## src/rtl/cfgl_pkg.sv

```systemverilog
package cfgl_pkg;
   typedef enum logic [1:0] {
      ST_INIT = 2'd0,
      ST_ROM  = 2'd1,
      ST_HOST = 2'd2,
      ST_DONE = 2'd3
   } ld_state_t;

   localparam logic [1:0] STRAP_LOW  = 2'b00;
   localparam logic [1:0] STRAP_HIGH = 2'b01;
endpackage

```

## src/rtl/cfgl_clkdiv.sv

```systemverilog
module cfgl_clkdiv #(
   parameter int HALF_DIV = 225
) (
   input  logic clk,
   input  logic rst_n,
   input  logic run,
   output logic sck,
   output logic fall_p
);
   localparam int CW = (HALF_DIV < 2) ? 1 : $clog2(HALF_DIV);
   localparam logic [CW-1:0] LAST = CW'(HALF_DIV - 1);

   generate
      if (HALF_DIV < 2) begin : g_bad_div
         $error("cfgl_clkdiv: HALF_DIV must be at least 2");
      end
   endgenerate

   logic [CW-1:0] cnt;

   always_ff @(posedge clk) begin
      if (!rst_n || !run) begin
         cnt <= '0;
         sck <= 1'b0;
      end else if (cnt == LAST) begin
         cnt <= '0;
         sck <= ~sck;
      end else begin
         cnt <= cnt + 1'b1;
      end
   end

   assign fall_p = run && sck && (cnt == LAST);

   p_half_len_r4: assert property (@(posedge clk) disable iff (!rst_n)
      (run && cnt != LAST) |=> (!run || $stable(sck)));
endmodule

```

## src/rtl/cfgl_sync_edge.sv

```systemverilog
module cfgl_sync_edge #(
   parameter int STAGES = 2
) (
   input  logic clk,
   input  logic rst_n,
   input  logic a_clk,
   input  logic a_dat,
   output logic rise_p,
   output logic dat_s
);
   generate
      if (STAGES < 2) begin : g_bad_stages
         $error("cfgl_sync_edge: STAGES must be at least 2");
      end
   endgenerate

   logic [STAGES-1:0] ck_q;
   logic [STAGES-1:0] d_q;
   logic              ck_prev;

   always_ff @(posedge clk) begin
      if (!rst_n) begin
         ck_q    <= '0;
         d_q     <= '0;
         ck_prev <= 1'b0;
      end else begin
         ck_q    <= {ck_q[STAGES-2:0], a_clk};
         d_q     <= {d_q[STAGES-2:0], a_dat};
         ck_prev <= ck_q[STAGES-1];
      end
   end

   assign rise_p = ck_q[STAGES-1] & ~ck_prev;
   assign dat_s  = d_q[STAGES-1];

   p_rise_single_r8: assert property (@(posedge clk) disable iff (!rst_n)
      rise_p |=> !rise_p);
endmodule

```

## src/rtl/cfgl_lsb_shift.sv

```systemverilog
module cfgl_lsb_shift #(
   parameter int W = 16
) (
   input  logic         clk,
   input  logic         rst_n,
   input  logic         shift_en,
   input  logic         bit_in,
   output logic [W-1:0] word,
   output logic         full
);
   localparam int NW = $clog2(W + 1);
   localparam logic [NW-1:0] FULL_CNT = NW'(W);

   generate
      if (W < 2) begin : g_bad_w
         $error("cfgl_lsb_shift: W must be at least 2");
      end
   endgenerate

   logic [NW-1:0] cnt;

   always_ff @(posedge clk) begin
      if (!rst_n) begin
         word <= '0;
         cnt  <= '0;
      end else if (shift_en && !full) begin
         word <= {bit_in, word[W-1:1]};
         cnt  <= cnt + 1'b1;
      end
   end

   assign full = (cnt == FULL_CNT);

   p_cnt_bound_r8: assert property (@(posedge clk) disable iff (!rst_n)
      cnt <= FULL_CNT);
   p_full_sticky_r9: assert property (@(posedge clk) disable iff (!rst_n)
      full |=> (full && $stable(word)));
endmodule

```

## src/rtl/cfg_loader.sv

```systemverilog
module cfg_loader
   import cfgl_pkg::*;
#(
   parameter int CFG_W       = 16,
   parameter int ADDR_W      = 6,
   parameter int HALF_DIV    = 225,
   parameter int SYNC_STAGES = 2
) (
   input  logic             clk,
   input  logic             rst_n,
   input  logic [1:0]       strap_mode,
   output logic             rom_sck,
   output logic             strap_dout,
   output logic             strap_oe,
   input  logic             ser_din,
   input  logic             host_sck,
   output logic [CFG_W-1:0] cfg_word,
   output logic             cfg_done
);
   localparam int CMD_W = 3 + ADDR_W;
   localparam int TOTAL = CMD_W + CFG_W;
   localparam int BW    = $clog2(TOTAL + 1);
   localparam logic [CMD_W-1:0] CMD_BITS = {3'b110, {ADDR_W{1'b0}}};
   localparam logic [BW-1:0]    CMD_END  = BW'(CMD_W);

   ld_state_t        st;
   logic             run, sck_fall;
   logic             host_rise, host_dat;
   logic             shift_en, bit_in, sh_full;
   logic [CFG_W-1:0] sh_word;
   logic [BW-1:0]    bit_idx;
   logic [CMD_W-1:0] cmd_sh;

   assign run = (st == ST_ROM);

   cfgl_clkdiv #(.HALF_DIV(HALF_DIV)) u_div (
      .clk(clk), .rst_n(rst_n), .run(run), .sck(rom_sck), .fall_p(sck_fall)
   );

   cfgl_sync_edge #(.STAGES(SYNC_STAGES)) u_sync (
      .clk(clk), .rst_n(rst_n), .a_clk(host_sck), .a_dat(ser_din),
      .rise_p(host_rise), .dat_s(host_dat)
   );

   assign shift_en = (st == ST_ROM && sck_fall && bit_idx >= CMD_END) ||
                     (st == ST_HOST && host_rise);
   assign bit_in   = (st == ST_ROM) ? ser_din : host_dat;

   cfgl_lsb_shift #(.W(CFG_W)) u_shift (
      .clk(clk), .rst_n(rst_n), .shift_en(shift_en), .bit_in(bit_in),
      .word(sh_word), .full(sh_full)
   );

   always_ff @(posedge clk) begin
      if (!rst_n) begin
         st       <= ST_INIT;
         bit_idx  <= '0;
         cfg_word <= '0;
         cfg_done <= 1'b0;
      end else begin
         unique case (st)
            ST_INIT: begin
               if (strap_mode == STRAP_LOW) begin
                  st       <= ST_DONE;
                  cfg_done <= 1'b1;
               end else if (strap_mode == STRAP_HIGH) begin
                  st <= ST_HOST;
               end else begin
                  st <= ST_ROM;
               end
            end
            ST_ROM, ST_HOST: begin
               if (st == ST_ROM && sck_fall) bit_idx <= bit_idx + 1'b1;
               if (sh_full) begin
                  st       <= ST_DONE;
                  cfg_word <= sh_word;
                  cfg_done <= 1'b1;
               end
            end
            default: ;
         endcase
      end
   end

   assign cmd_sh     = CMD_BITS << bit_idx;
   assign strap_oe   = (st == ST_ROM);
   assign strap_dout = strap_oe && (bit_idx < CMD_END) && cmd_sh[CMD_W-1];

   p_sck_idle_r4: assert property (@(posedge clk) disable iff (!rst_n)
      (st != ST_ROM) |-> !rom_sck);
   p_dout_hold_r5: assert property (@(posedge clk) disable iff (!rst_n)
      rom_sck |-> $stable(strap_dout));
   p_done_hold_r9: assert property (@(posedge clk) disable iff (!rst_n)
      cfg_done |=> (cfg_done && $stable(cfg_word)));
   p_word_zero_r10: assert property (@(posedge clk) disable iff (!rst_n)
      !cfg_done |-> (cfg_word == '0));
endmodule

```

## config.mk

```make
export PLATFORM = sky130hd
export DESIGN_NAME = cfg_loader
export DESIGN_NICKNAME = d
export VERILOG_FILES = /design/src/rtl/cfgl_pkg.sv /design/src/rtl/cfgl_clkdiv.sv /design/src/rtl/cfgl_sync_edge.sv /design/src/rtl/cfgl_lsb_shift.sv /design/src/rtl/cfg_loader.sv
export SDC_FILE = /design/constraint.sdc
export NUM_CORES = 1
export LEC_CHECK = 0
export BUFFER_PORTS_ARGS = -buffer_cell sky130_fd_sc_hd__buf_2
export CORE_MARGIN = 4
export CORE_UTILIZATION = 55
export CTS_CLUSTER_DIAMETER = 150
export DETAILED_ROUTE_END_ITERATION = 12
export HOLD_SLACK_MARGIN = 0.02
export PLACE_DENSITY_LB_ADDON = 0.15
export SYNTH_ARGS = -nofsm -noshare
export SYNTH_HDL_FRONTEND = slang
export SYNTH_SLANG_ARGS = --single-unit
```

## constraint.sdc

```tcl
create_clock -name clk -period 2.5 [get_ports clk]
set_clock_uncertainty 0.15 [all_clocks]
set_input_delay 0.5 -clock clk [delete_from_list [all_inputs] [get_ports clk]]
set_output_delay 0.5 -clock clk [all_outputs]
set_load 0.005 [all_outputs]
```

== Word level (Yosys, flattened, before mapping) ==
Cells that the tools add are included.
Word-level totals
  logic and storage cells: 57
  input port bits: 6
  register bits: 59
  output and inout port bits: 20
Operators by class
  shift-type cells: 1
  bitwise operators: 3
  multiplexer cells: 8
  $lt $le $gt $ge: 2
  reductions and logical operators: 22
  add/sub/neg operators: 3
  eq/ne operators: 7
Operators with widths (count)
  $add A5 B1 Y5 const B: 2
  $shl A9 B5 Y9 const A: 1
  $add A8 B1 Y8 const B: 1
  $eq A8 B8 Y1 const B: 1
  $logic_and A1 B1 Y1: 8
  $mux W2: 3
  $reduce_and A2 Y1: 3
  $eq A5 B5 Y1 const B: 1
  $ge A5 B4 Y1 const B: 1
  $lt A5 B4 Y1 const B: 1
  $eq A2 B1 Y1 const B: 2
  $logic_not A2 Y1: 2
  $pmux W2 S2: 1
  $reduce_or A2 Y1: 2
  $logic_not A1 Y1: 3
  $mux W1: 3
  $reduce_and A3 Y1: 1
  $eq A2 B2 Y1 const B: 1
  $logic_or A1 B1 Y1: 2
  $ne A2 B1 Y1 const B: 1
  $ne A2 B2 Y1 const B: 1
  $not A1 Y1: 2
  $pmux W1 S2: 1
  $reduce_bool A2 Y1: 1
  $and A1 B1 Y1: 1

== Depth between registers and ports, before layout ==
  depth after elaboration: 7
  mapped depth: 8
  gate-level depth less buffers: 6

== Cells and area by module ==
Synthesis repeated with hierarchy kept, for this count alone.
Unflattened totals
  cells, all modules: 260
  area, all modules: 2383.5 sq um
By module, submodules not included
  cfg_loader: cells an instance 123, seq. area each 480.5 sq um, area an instance 1001.0 sq um, times used 1
  cfgl_lsb_shift: cells an instance 80, seq. area each 420.4 sq um, area an instance 844.6 sq um, times used 1
  cfgl_clkdiv: cells an instance 46, seq. area each 180.2 sq um, area an instance 400.4 sq um, times used 1
  cfgl_sync_edge: cells an instance 11, seq. area each 100.1 sq um, area an instance 137.6 sq um, times used 1

== Least setup slack after synthesis ==
Ideal clock, no wire load.
  path type: register -> register
  start point: reg st[1]
  end point: reg u_shift.word[10]
  clock period less this slack: 1.832 ns
  arrival time: 1.563 ns
  path buffers: 2
  setup slack: 0.668 ns
  stages on the path, launching flop included: 9
  setup time: 0.119 ns
  data required time: 2.231 ns
  cell sequence: dfxtp_1 -> inv_1 -> ha_1 -> and2_1 -> a31oi_2 -> nor3_2 -> buf_6 -> buf_12 -> mux2i_1
Between the ends
  cells in the longest elaborated chain, start to end: 7
  elaborated cells on any way between the ends: 9
  classes of those cells: eq/ne (2); reduce/logical (7)
Ends and longest elaborated chain
  from (decl): line cfg_loader.sv:26  | ld_state_t st;
  from (signal assigned): line cfg_loader.sv:56  | st <= ST_INIT;
  from (signal assigned): line cfg_loader.sv:64  | st <= ST_DONE;
  from (signal assigned): line cfg_loader.sv:67  | st <= ST_HOST;
  $eq A2 B1 Y1 (*)
  named net strap_oe: line cfg_loader.sv:14  | output logic strap_oe,
  $logic_and A1 B1 Y1 (2 in a row): line cfgl_clkdiv.sv:33  | assign fall_p = run && sck && (cnt == LAST);
  $logic_and A1 B1 Y1 (*) (2 in a row): line cfg_loader.sv:45  | assign shift_en = (st == ST_ROM && sck_fall && bit_idx >= CMD_END) ||
  $logic_or A1 B1 Y1 (*): line cfg_loader.sv:45
  $logic_and A1 B1 Y1 (*): line cfgl_lsb_shift.sv:26  | end else if (shift_en && !full) begin
  to (signal assigned): line cfgl_lsb_shift.sv:27  | word <= {bit_in, word[W-1:1]};
  to (decl): line cfgl_lsb_shift.sv:8  | output logic [W-1:0] word,
The timed path passes the listed nets; every way through them passes the cells marked *.
A chain may end at the register's enable or synchronous reset.

== Final worst setup path ==
  start point: reg st[1]
  end point: reg u_shift.word[11]
Between the ends
  cells in the longest elaborated chain, start to end: 7
  elaborated cells on any way between the ends: 9
  classes of those cells: eq/ne (2); reduce/logical (7)
Ends and longest elaborated chain (line)
  $eq A2 B1 Y1: cfg_loader.sv:34, cfg_loader.sv:45
  $logic_and A1 B1 Y1 (2 in a row): cfgl_clkdiv.sv:33
  $logic_and A1 B1 Y1 (2 in a row): cfg_loader.sv:45
  $logic_or A1 B1 Y1 (*): cfg_loader.sv:45
  $logic_and A1 B1 Y1 (*): cfgl_lsb_shift.sv:26
Mark *: on every way between the ends. The rest lies on a longest branch, timed or not.

==> impl_metrics.tcl <==
set metrics [dict create \
    run_status "finished, final reports clean" \
    ios 26 \
    nets 301 \
    synth_cell_types 43 \
    syn-cell-area_um2 2500 \
    fillers 387 \
    synth-edff-count 0 \
    clock_path_buffers 2 \
    final_area_um2 2840 \
    cts_root_buf "clkbuf_8" \
    final_cell_mix "nand2_1 (61), dfxtp_1 (59), buf_2 (25), mux2i_1 (19), a21boi_0 (17)" \
    antenna_found_initial 0 \
    ys.warnings.count 0 \
    syn_inst 260 \
    hp-class "primary input to flop" \
    power_density_nw_per_um2 739 \
    worst_pin_slew_ns 0.666 \
    start_util_pct 57.0 \
    cts_tree "built" \
    cts.sinks 59 \
    path_cells "inv_1 -> ha_1 -> and2_1 -> a31oi_2 -> nor3_4 -> buf_12 -> mux2i_1" \
    multi_input_area_um2 1210 \
    dr_total_vias 1762 \
    period_needed_ns 2.02 \
    relSlewSlack_pct 55.6 \
    fin_cells 343 \
    dp_cells 326 \
    coreArea_um2 4380 \
    hpwl_mm 2.74 \
    critPathTopFamily "simple AND/OR/NAND/NOR gates" \
    cp_slowest_cell "dfxtp_1" \
    maxCapViolCount 0 \
    cts_buffers 9 \
    die_x_um 75.4 \
    fin_crit_sh_pct 81.0 \
    p_leak_nw 1.10 \
    syn_nets 275 \
    grt.overflow.total 0 \
    async_flop_share_pct 0 \
    synthToLayoutAreaGrowth_pct 13.5 \
    clk-insertion-delay-late_ns 0.33 \
    routabilityCongestion 0.857 \
    drive_above_1_share_pct 17.5 \
    rows 24 \
    die_h_um 75.4 \
    final_util_pct 64.8 \
    grt_first_pass_wirelength_mm 6.81 \
    drc 0 \
    holdWs_ns 0.237 \
    crit_path_start_kind "flop" \
    io_buffers 25 \
    drv_slew 0 \
    grt_usage_pct 16.0 \
    cp_max_fo 17 \
    rsz0062_at_grt "false" \
    fin_tns_setup_ns 0 \
    synth.avg_cell_area_um2 9.62 \
    ant_nets 0 \
    place_area_um2 2620 \
    ys_ff_latch 59 \
    cp.required_ns 2.60 \
    end_kind "flop" \
    post_cts_resize_count 0 \
    grt_pass1_vias 1561 \
    path_clk_slew_ns 0.07 \
    cp_num_buf_inv 2 \
    finalHoldViolations 0 \
    fp.dieArea_um2 5690 \
    grt_max_degree 33 \
    power_mw 2.10 \
    peakVddDrop_mv 0.458 \
    diodes 0 \
    drt-initial-drc-count 82 \
    synth-seq-area-share_pct 47.2 \
    mostFrequentLayoutCell "nand2_1" \
    regArea_um2 1180 \
    first_pass_iters 5 \
    setup_viol 0 \
    avgRoutedWirePerCell_um 12.0 \
    criticalPathCategory "flop to flop" \
    vias_per_cell 5.14 \
    arrival_ns 2.12 \
    drt_wl_total_mm 4.13 \
    cts-htree-levels 3 \
    ys.flop_type "dfxtp_1" \
    slowest_delay_ns 0.32 \
    place_ws_ns 0.0533 \
    layout_setup_ws_ns 0.475 \
    fmax_mhz 494 \
]
synthesized netlist by cell type (2+ instances only):
master	count	area (um2)
nor4_1	3	18.8
xor2_1	8	70.1
o21a_1	2	15.0
nand2_1	61	229
o21ai_0	2	10.0
and3_1	2	12.5
xnor2_1	2	17.5
or4_1	3	22.5
o31ai_1	3	22.5
buf_2	3	15.0
nand3_1	6	30.0
dfxtp_1	59	1180
a21boi_0	17	128
and2_1	11	68.8
o311a_1	2	20.0
inv_1	8	30.0
ha_1	9	113
nand4_1	2	12.5
a21boi_1	2	15.0
clkbuf_1	5	18.8
nor2_1	10	37.5
mux2i_1	19	190
routing by layer:
layer  up-vias  wire (um)  global-route usage [%]
met5         -          0                       0
met3         8        147                    4.35
met2        26       1840                    24.4
met4         0         72                    9.32
li1        931          -                       -
met1       797       2060                    20.2
registers in the layout, summed over array words and instances (netlist names):
register / cells
cfg_word: 16
u_shift.word: 16
u_div.cnt: 8
bit_idx: 5
u_shift.cnt: 5
st: 2
u_sync.ck_q: 2
u_sync.d_q: 2
cfg_done: 1
u_div.sck: 1
u_sync.ck_prev: 1
kinds of logic (layout without fill, tap and decap cells):
| logic type | after synthesis | after routing | synth area share (%) |
|---|---|---|---|
| buf+inv | 20 | 51 | 4.75 |
| xor+xnor | 10 | 10 | 3.50 |
| fa+ha+maj | 9 | 9 | 4.50 |
| mux | 20 | 20 | 8.05 |
| compound gates | 31 | 31 | 9.75 |
| simple gates | 111 | 111 | 22.2 |
| flops | 59 | 59 | 47.2 |
area by class of cell:
class,count,area share [%]
clock inverter,6,2.29
clock buffer,10,4.85
timing repair buffer,27,5.38
multi-input combinational,181,42.5
sequential,59,41.6
inverter,8,1.06
tap,52,2.29
repair_timing:
| action | in CTS | in global routing |
|---|---|---|
| setup endpoints to repair | 0 | 18 |
| hold buffers | 0 | 0 |
| buffers inserted | 0 | 1 |
| endpoints found under the hold margin | 0 | 0 |
worst paths after layout:
kind | startpoint | to | slack (ns) | cells past startpoint
worst max register to register | st[1] | u_shift.word[11] | 0.48 | 7
worst min-delay path | host_sck | u_sync.ck_q[0] | 0.24 | 2
worst min register to register | u_sync.ck_q[0] | u_sync.ck_q[1] | 0.28 | 1
worst max-delay path | st[1] | u_shift.word[11] | 0.48 | 7
power by group:
group,leakage [nW],internal [mW],total (mW),switching (mW)
registers,0.477,0.972,0.994,0.0221
clock network,0.0905,0.485,0.855,0.371
logic,0.535,0.108,0.248,0.140
total,1.10,1.56,2.10,0.533
No activity file was read; power rests on OpenSTA's default activity.
